File: config.mk
export PLATFORM = sky130hd
export DESIGN_NAME = decode_branch_resolver
export DESIGN_NICKNAME = d
export VERILOG_FILES = /design/src/rtl/bres_pkg.sv /design/src/rtl/bres_target_adder.sv /design/src/rtl/bres_eq_cmp.sv /design/src/rtl/bres_slot_reg.sv /design/src/rtl/decode_branch_resolver.sv
export SDC_FILE = /design/constraint.sdc
export NUM_CORES = 1
export LEC_CHECK = 0
export ABC_AREA = 1
export CAP_MARGIN = 20
export CORE_MARGIN = 2
export CORE_UTILIZATION = 37
export DETAILED_ROUTE_END_ITERATION = 8
export PLACE_DENSITY = 0.82
export SLEW_MARGIN = 20
export SYNTH_ARGS = -nofsm -noshare
export SYNTH_HDL_FRONTEND = slang
export SYNTH_SLANG_ARGS = --single-unit
export TNS_END_PERCENT = 1
File: constraint.sdc
create_clock -name clk -period 2.3 [get_ports clk]
set_input_delay 0.23 -clock clk [delete_from_list [all_inputs] [get_ports clk]]
set_output_delay 0.23 -clock clk [all_outputs]
set_load 0.02 [all_outputs]
File: src/rtl/bres_pkg.sv
package bres_pkg;
  typedef enum logic [1:0] {
    KIND_NONE = 2'b00,
    KIND_EQ   = 2'b01,
    KIND_NE   = 2'b10,
    KIND_RSVD = 2'b11
  } br_kind_e;

  function automatic logic [31:0] widen_offset(input logic [15:0] raw);
    widen_offset = {{14{raw[15]}}, raw, 2'b00};
  endfunction

  function automatic logic is_branch(input logic [1:0] k);
    is_branch = (k == KIND_EQ) || (k == KIND_NE);
  endfunction
endpackage

File: src/rtl/bres_target_adder.sv
module bres_target_adder #(
  parameter int XLEN  = 32,
  parameter int IMM_W = 16
) (
  input  logic [XLEN-1:0]  base,
  input  logic [IMM_W-1:0] raw_off,
  output logic [XLEN-1:0]  target
);
  localparam int PAD = XLEN - IMM_W - 2;
  logic [XLEN-1:0] scaled;
  always_comb begin
    scaled = {{PAD{raw_off[IMM_W-1]}}, raw_off, 2'b00};
    target = base + scaled;
  end
endmodule

File: src/rtl/bres_eq_cmp.sv
module bres_eq_cmp #(
  parameter int XLEN = 32
) (
  input  logic [XLEN-1:0] a,
  input  logic [XLEN-1:0] b,
  output logic            same
);
  logic [XLEN-1:0] diff;
  always_comb begin
    diff = a ^ b;
    same = (diff == '0);
  end
endmodule

File: src/rtl/bres_slot_reg.sv
module bres_slot_reg #(
  parameter int CTRL_W = 8
) (
  input  logic              clk,
  input  logic              rst_n,
  input  logic              kill,
  input  logic [CTRL_W-1:0] d,
  output logic [CTRL_W-1:0] q
);
  always_ff @(posedge clk or negedge rst_n) begin
    if (!rst_n)    q <= '0;
    else if (kill) q <= '0;
    else           q <= d;
  end
endmodule

File: src/rtl/decode_branch_resolver.sv
module decode_branch_resolver #(
  parameter int XLEN       = 32,
  parameter int IMM_W      = 16,
  parameter int CTRL_W     = 8,
  parameter bit DELAY_SLOT = 1'b0
) (
  input  logic              clk,
  input  logic              rst_n,
  input  logic              dec_valid,
  input  logic [1:0]        dec_kind,
  input  logic [XLEN-1:0]   rs_val,
  input  logic [XLEN-1:0]   rt_val,
  input  logic [XLEN-1:0]   link_pc,
  input  logic [IMM_W-1:0]  imm16,
  input  logic [XLEN-1:0]   seq_pc,
  input  logic [CTRL_W-1:0] fetch_ctrl,
  output logic [XLEN-1:0]   branch_target,
  output logic              taken,
  output logic [XLEN-1:0]   next_pc,
  output logic              flush_fetch,
  output logic [CTRL_W-1:0] ifid_ctrl
);
  import bres_pkg::*;

  logic ops_equal;
  logic want_eq;
  logic want_ne;

  bres_target_adder #(.XLEN(XLEN), .IMM_W(IMM_W)) u_adder (
    .base(link_pc), .raw_off(imm16), .target(branch_target)
  );

  bres_eq_cmp #(.XLEN(XLEN)) u_cmp (
    .a(rs_val), .b(rt_val), .same(ops_equal)
  );

  always_comb begin
    want_eq = dec_valid && (dec_kind == KIND_EQ);
    want_ne = dec_valid && (dec_kind == KIND_NE);
    taken   = (want_eq && ops_equal) || (want_ne && !ops_equal);
    next_pc = taken ? branch_target : seq_pc;
  end

  generate
    if (DELAY_SLOT) begin : g_slot
      assign flush_fetch = 1'b0;
    end else begin : g_noslot
      assign flush_fetch = taken;
    end
  endgenerate

  bres_slot_reg #(.CTRL_W(CTRL_W)) u_ifid (
    .clk(clk), .rst_n(rst_n), .kill(flush_fetch), .d(fetch_ctrl), .q(ifid_ctrl)
  );
endmodule

==> results of run 1 <==
[layout make-up]
cell class | count | area [um2] | share of cell area
sequential | 8 | 200.2 | 0.02628
inverter | 113 | 424.2 | 0.05567
antenna | 2 | 5.005 | 0.0006569
tap | 111 | 138.9 | 0.01823
clock buffer | 3 | 41.29 | 0.005420
timing repair buffer | 331 | 3229 | 0.4239
multi-input combinational | 531 | 3580 | 0.4699
[cell usage after synthesis]
library cell / instances / share of area
a21o_1: 1 / 0.0022
a21oi_1: 19 / 0.028
and2_1: 3 / 0.0055
and3_1: 1 / 0.0018
buf_2: 2 / 0.0029
buf_4: 5 / 0.011
buf_6: 4 / 0.013
clkbuf_1: 2 / 0.0022
dfrtp_1: 8 / 0.059
fa_1: 1 / 0.0059
ha_1: 29 / 0.11
inv_1: 113 / 0.12
nand2_1: 293 / 0.32
nand2_2: 3 / 0.0055
nand2_4: 2 / 0.0066
nand3_1: 64 / 0.094
nand3_2: 1 / 0.0029
nand3_4: 1 / 0.0051
nand4_1: 6 / 0.011
nor2_1: 54 / 0.059
nor2_4: 2 / 0.0066
nor3_1: 3 / 0.0044
o21ai_0: 1 / 0.0015
o21bai_1: 1 / 0.0022
xnor2_1: 34 / 0.087
xor2_1: 12 / 0.031
[critical path, delay by kind of cell]
kind                   cells  cell delay, ns
buffers and inverters      3            0.78
AND/OR/NAND/NOR            9            0.87
XOR/XNOR                   1            0.23
[report_power, final]
group	internal [mW]	switching [mW]
clock	0.113	0.0526
combinational	1.04	1.13
sequential	0.150	0.00240
total	1.30	1.19
[cell families (layout without fill, tap and decap cells)]
| kind of cell | count (synthesis) | count (layout) | share of synthesized area |
|---|---|---|---|
| AOI/OAI and AO/OA | 22 | 22 | 0.03369 |
| DFF | 8 | 8 | 0.05859 |
| xor gates and xnor gates | 46 | 46 | 0.1179 |
| adders and majority gates | 30 | 30 | 0.1120 |
| other | 0 | 2 | 0 |
| buffers and inverters | 126 | 447 | 0.1534 |
| and+or+nand+nor | 433 | 433 | 0.5244 |
[worst min path at each step]
stage / start / slack, ns / endpoint
6_report: rst_n / 0.29 / u_ifid.q[6]
5_1_grt: rst_n / 0.33 / u_ifid.q[3]
4_1_cts: rst_n / 0.29 / u_ifid.q[6]
3_5_place_dp: rst_n / 0.53 / u_ifid.q[6]
3_3_place_gp: rst_n / 0.51 / u_ifid.q[6]
2_1_floorplan: rst_n / -0.07 / u_ifid.q[0]
[metal layers]
layer  up-vias  global-route usage  wire (um)
met3       157             0.04109       1947
li1       2665                   -          -
met4         0              0.1170       1422
met5         -                   0          0
met2       465              0.5307       9497
met1      2638              0.3390       6890
[repair_timing]
item | 4_1_cts | 5_1_grt
cloned | 1 | 2
hold buffers | 0 | 0
endpoints found under the setup margin | 63 | 60
setup buffers | 1 | 6
gates resized for setup | 301 | 237
pin swaps | 13 | 110
[metrics by stage]
| step | cells | hold slack (ns) | utilization |
|---|---|---|---|
| 4_1_cts | 1089 | 0.2907 | 0.7488 |
| 2_1_floorplan | 665 | -0.06559 | - |
| 3_3_place_gp | 1084 | 0.5107 | 0.7110 |
| 6_report | 1099 | 0.2936 | 0.8364 |
| 5_1_grt | 1099 | 0.3347 | 0.8364 |
| 3_5_place_dp | 1084 | 0.5301 | 0.7110 |
==> reports/results.txt, run 1 <==
Period utilization - 1.025
Wire per inst - 17.98 um
Core area - 9109 um2
Failing checks - negative setup slack
VDD IR max - 0.2305 mV
# H-tree levels - 1
Mapped Cells - 665
Max Cap Viol - 0
Max Transition Viols Final - 0
CP Max Fanout - 8
Crit path required time - 2.07 ns
Syn-to-layout area delta - 123.0%
DIE WIDTH - 100.1 um
Startpoint types - input port
Status - finished with violations
Largest register FFs - 8
Routed Wire Length - 19760 um
Top Registers - u_ifid.q x8
Clock transition at path regs - 0.04 ns
Iter 0 DRT Violations - 489
TritonCTS clock tree - done
First-pass GRT wire length - 23580 um
Fill count - 513
Placed instance area - 6476 um2
Die area - 10020 um2
Buffers added on ports - 230
Final worst slack - -0.05690 ns
Hold/Removal Path Class - in2async
Vias - 5925
Cts bufs inserted - 3
CP endpoint kind - output pin
Critical Path Source - rt_val[12]
CP arrival - 2.13 ns
Syn_nets - 852
Remaining Overflow, GRT - 0
Register area share after synthesis - 0.05859
Row count - 35
Slew Limit Headroom - 0.7442
Kind of critical path - in2out
Commonest non-fill, non-tap cell in the layout - nand2_1
Antenna Nets Post-Route - 0
Pwr Total - 2.492 mW
F_max - 0.4243 GHz
Top cell by count, worst path - nand2_1
Root Driver - clkbuf_8
1st-pass router iterations - 8
Crit-path cells - clkdlybuf4s50_1 -> xnor2_1 -> nand2_1 -> nor2_2 -> nand2_2 -> nor2_4 -> nand2_2 -> nand2_4 -> nand2_8 -> buf_12 -> nand2_1 -> nand2_1 -> buf_2
Pwr per Cell Area - 327.1 nW/um2
Initial core utilization - 0.3751
Hold Vio Cnt, Final - 0
Reg with most FFs - u_ifid.q
Post-synth cell types - 26
Die extent in y - 100.1 um
Share of post-route cells with drive strength above 1 - 0.3327
Post-Layout Inst Area - 7619 um2
Critical path's largest stage delay - 0.44 ns
Final TNS setup - -0.07400 ns
Yosys reg bits - 8
Mapped Area - 3417 um2
# nets final - 1175
Slowest library cell on the worst path - clkdlybuf4s50_1
Most frequent cells in the layout - nand2_1, buf_4, inv_1
Post-layout min period - 2.357 ns
RSZ-0062 raised after global routing - true
Detailed-route DRC error count - 0
Leak - 4.462 nW
CTS Buffer Depth - 2
Placed wire-length estimate - 12530 um
Total GRT Usage - 0.2900
CP Capture Point - next_pc[5]
Number of global-route vias before repair - 5110
Slew of the pin with the lowest slew margin - 0.3825 ns
Pre-CTS WS - -0.8392 ns
Largest net degree at the start of global routing - 18
Final RePlAce weighted congestion - 0.9519
Initial antenna violation count - 2
Via density - 5.391
Avg Synthesized Cell Area - 5.138 um2
# setup viols final - 2
CTS sink count - 8
I/O Pins - 231
Yosys warning total - 0
Note: power is estimated with default switching activity, not from simulation.
==> run 2, diff against run 1 <==
--- a/config.mk
+++ b/config.mk
@@ -7,6 +7,7 @@
 export LEC_CHECK = 0
 export ABC_AREA = 1
 export CAP_MARGIN = 20
+export CORE_ASPECT_RATIO = 0.7
 export CORE_MARGIN = 2
 export CORE_UTILIZATION = 37
 export DETAILED_ROUTE_END_ITERATION = 8
==> run 2 against run 1 <==
Effect of this change: the flow still finishes with violations (negative setup slack); clock-buffer cell count did not move; utilization barely moved; non-clock buffer count fell by 11; maximum frequency fell by 0.72%; total power rose by 3.6%; combinational power barely moved; via count fell by 1.2%; wire length fell by 1.5%; clock power rose by 73%; first-iteration DRC count rose by 2.5%; critical path depth fell by 1.
==> reports/results.txt, run 2 (synthesis gave the netlist of run 1 again) <==
Reg with most FFs - u_ifid.q
Kind of critical path - in2out
Final RePlAce weighted congestion - 1.028 (+8.0%)
TritonCTS clock tree - done
Initial core utilization - 0.3782 (+0.003065)
First-pass GRT wire length - 24570 um (+4.2%)
Vias - 5856 (-1.2%)
Clock transition at path regs - 0.04 ns (about the same)
Share of post-route cells with drive strength above 1 - 0.3405 (+0.007856)
Die extent in y - 84.41 um (-16%)
Detailed-route DRC error count - 0 (unchanged)
CP arrival - 2.14 ns (about the same)
# H-tree levels - 1 (unchanged)
Largest net degree at the start of global routing - 20 (+2)
Final worst slack - -0.07396 ns (-0.01706 ns)
DIE WIDTH - 118.9 um (+19%)
CTS Buffer Depth - 2 (unchanged)
Hold Slack - 0.2662 ns (-0.02735 ns)
Met1 wire length - 7177 um (+4.2%)
Slew Limit Headroom - 0.7530 (+0.008787)
Crit path required time - 2.07 ns (about the same)
CP endpoint kind - output pin
Post-layout min period - 2.374 ns (+0.01706 ns)
Number of global-route vias before repair - 5044 (-1.3%)
Cts bufs inserted - 3 (unchanged)
Startpoint types - input port
# nets final - 1164 (-0.94%)
Top Registers - u_ifid.q x8
Area of the multi-input gates - 3692 um2 (+3.1%)
Max Cap Viol - 0 (unchanged)
Via density - 5.328 (-1.2%)
Routed Wire Length - 19470 um (-1.5%)
Met3 wire len - 2089 um (+7.3%)
Number of antenna diodes - 0 (-2)
# hold bufs at CTS - 0 (unchanged)
CP Max Fanout - 6 (-2)
Die area - 10030 um2 (+0.12%)
Most frequent cells in the layout - nand2_1, clkdlybuf4s50_1, inv_1
F_max - 0.4212 GHz (-0.72%)
Fill count - 535 (+4.3%)
Pwr Total - 2.582 mW (+3.6%)
I/O Pins - 231 (unchanged)
Remaining Overflow, GRT - 0 (unchanged)
Commonest non-fill, non-tap cell in the layout - nand2_1
FF/Latch Area - 200.2 um2 (unchanged)
Status - finished with violations
VDD IR max - 0.2132 mV (-7.5%)
Total GRT Usage - 0.3041 (+0.01408)
Row count - 29 (-17%)
Core area - 9035 um2 (-0.81%)
Max Transition Viols Final - 0 (unchanged)
Leak - 4.128 nW (-7.5%)
Wire per inst - 17.71 um (-1.5%)
# setup viols final - 11 (+9)
Buffers added on ports - 230 (unchanged)
Slew of the pin with the lowest slew margin - 0.3667 ns (-0.01586 ns)
Hold/Removal Path Class - in2async
Failing checks - negative setup slack
Root Driver - clkbuf_16
Largest register FFs - 8 (unchanged)
Period utilization - 1.032 (+0.007419)
Initial antenna violation count - 0 (-2)
1st-pass router iterations - 6 (-2)
Placed wire-length estimate - 12790 um (+2.1%)
CTS sink count - 8 (unchanged)
Iter 0 DRT Violations - 501 (+2.5%)
Hold Vio Cnt, Final - 0 (unchanged)
Max Used Layer - met4
RSZ-0062 raised after global routing - true
Pwr per Cell Area - 341.6 nW/um2 (+4.4%)
Met2 Routed Length - 8960 um (-5.7%)
Antenna Nets Post-Route - 0 (unchanged)
Syn-to-layout area delta - 121.2%
==> run 2: cell types whose count changed in the layout (fill, tap and decap cells not counted), moves of 10 or more <==
cell             delta
dlymetal6s2s_1     -35
clkdlybuf4s50_1    +33
nor2_2             -12
buf_2              +10
nand2_1            -14
buf_4              -21
==> run 2: final timing paths <==
path,startpoint,endpoint,cells after the start
worst min-delay path,rst_n,u_ifid.q[0],1
min in group clk,fetch_ctrl[3],u_ifid.q[3],3
worst max-delay path,imm16[15],branch_target[28],12
max in group asynchronous,rst_n,u_ifid.q[3],1
==> run 2: per-layer routing <==
| metal | vias to the layer above | GRT usage |
|---|---|---|
| li1 | 2630 | - |
| met1 | 2619 | 0.3966 |
| met3 | 149 | 0.04552 |
| met5 | - | 0 |
| met2 | 458 | 0.5277 |
| met4 | 0 | 0.07576 |
==> run 2: power by group <==
part / internal (mW) / switching (mW)
clock: 0.224 / 0.0647
combinational: 0.996 / 1.15
sequential: 0.150 / 0.00203
==> run 2: repair_timing <==
item / CTS / global route
cloned: 1 / 0
setup buffers: 1 / 12
endpoints found under the setup margin: 62 / 58
pin swaps: 15 / 88
resized for setup: 324 / 208
==> run 2: final cells by class <==
type / instances / area share
timing repair buffer: 320 / 0.3984
clock buffer: 3 / 0.009932
multi-input combinational: 531 / 0.4885
tap: 124 / 0.02053
inverter: 113 / 0.05612
sequential: 8 / 0.02649
==> run 2: worst max-delay path, cell delays in order <==
cell	delay, ns
clkbuf_4	0.15
buf_8	0.15
buf_4	0.14
ha_4	0.25
a21oi_1	0.25
o21ai_0	0.20
a21oi_2	0.18
nand3_1	0.10
nand2_1	0.08
nand2_2	0.09
buf_4	0.15
buf_4	0.15
==> run 2: stage by stage <==
stage / setup slack (ns) / instance area, um2 / utilization / setup TNS [ns] / cells
2_1_floorplan: 0.01824 / 3417 / - / 0 / 665
3_3_place_gp: -0.8246 / 6395 / 0.7078 / -37.14 / 1082
4_1_cts: -0.1068 / 6843 / 0.7574 / -0.6380 / 1087
6_report: -0.07396 / 7559 / 0.8366 / -0.5167 / 1099
5_1_grt: -0.1613 / 7559 / 0.8366 / -2.101 / 1099
3_5_place_dp: -0.9193 / 6395 / 0.7078 / -39.13 / 1082
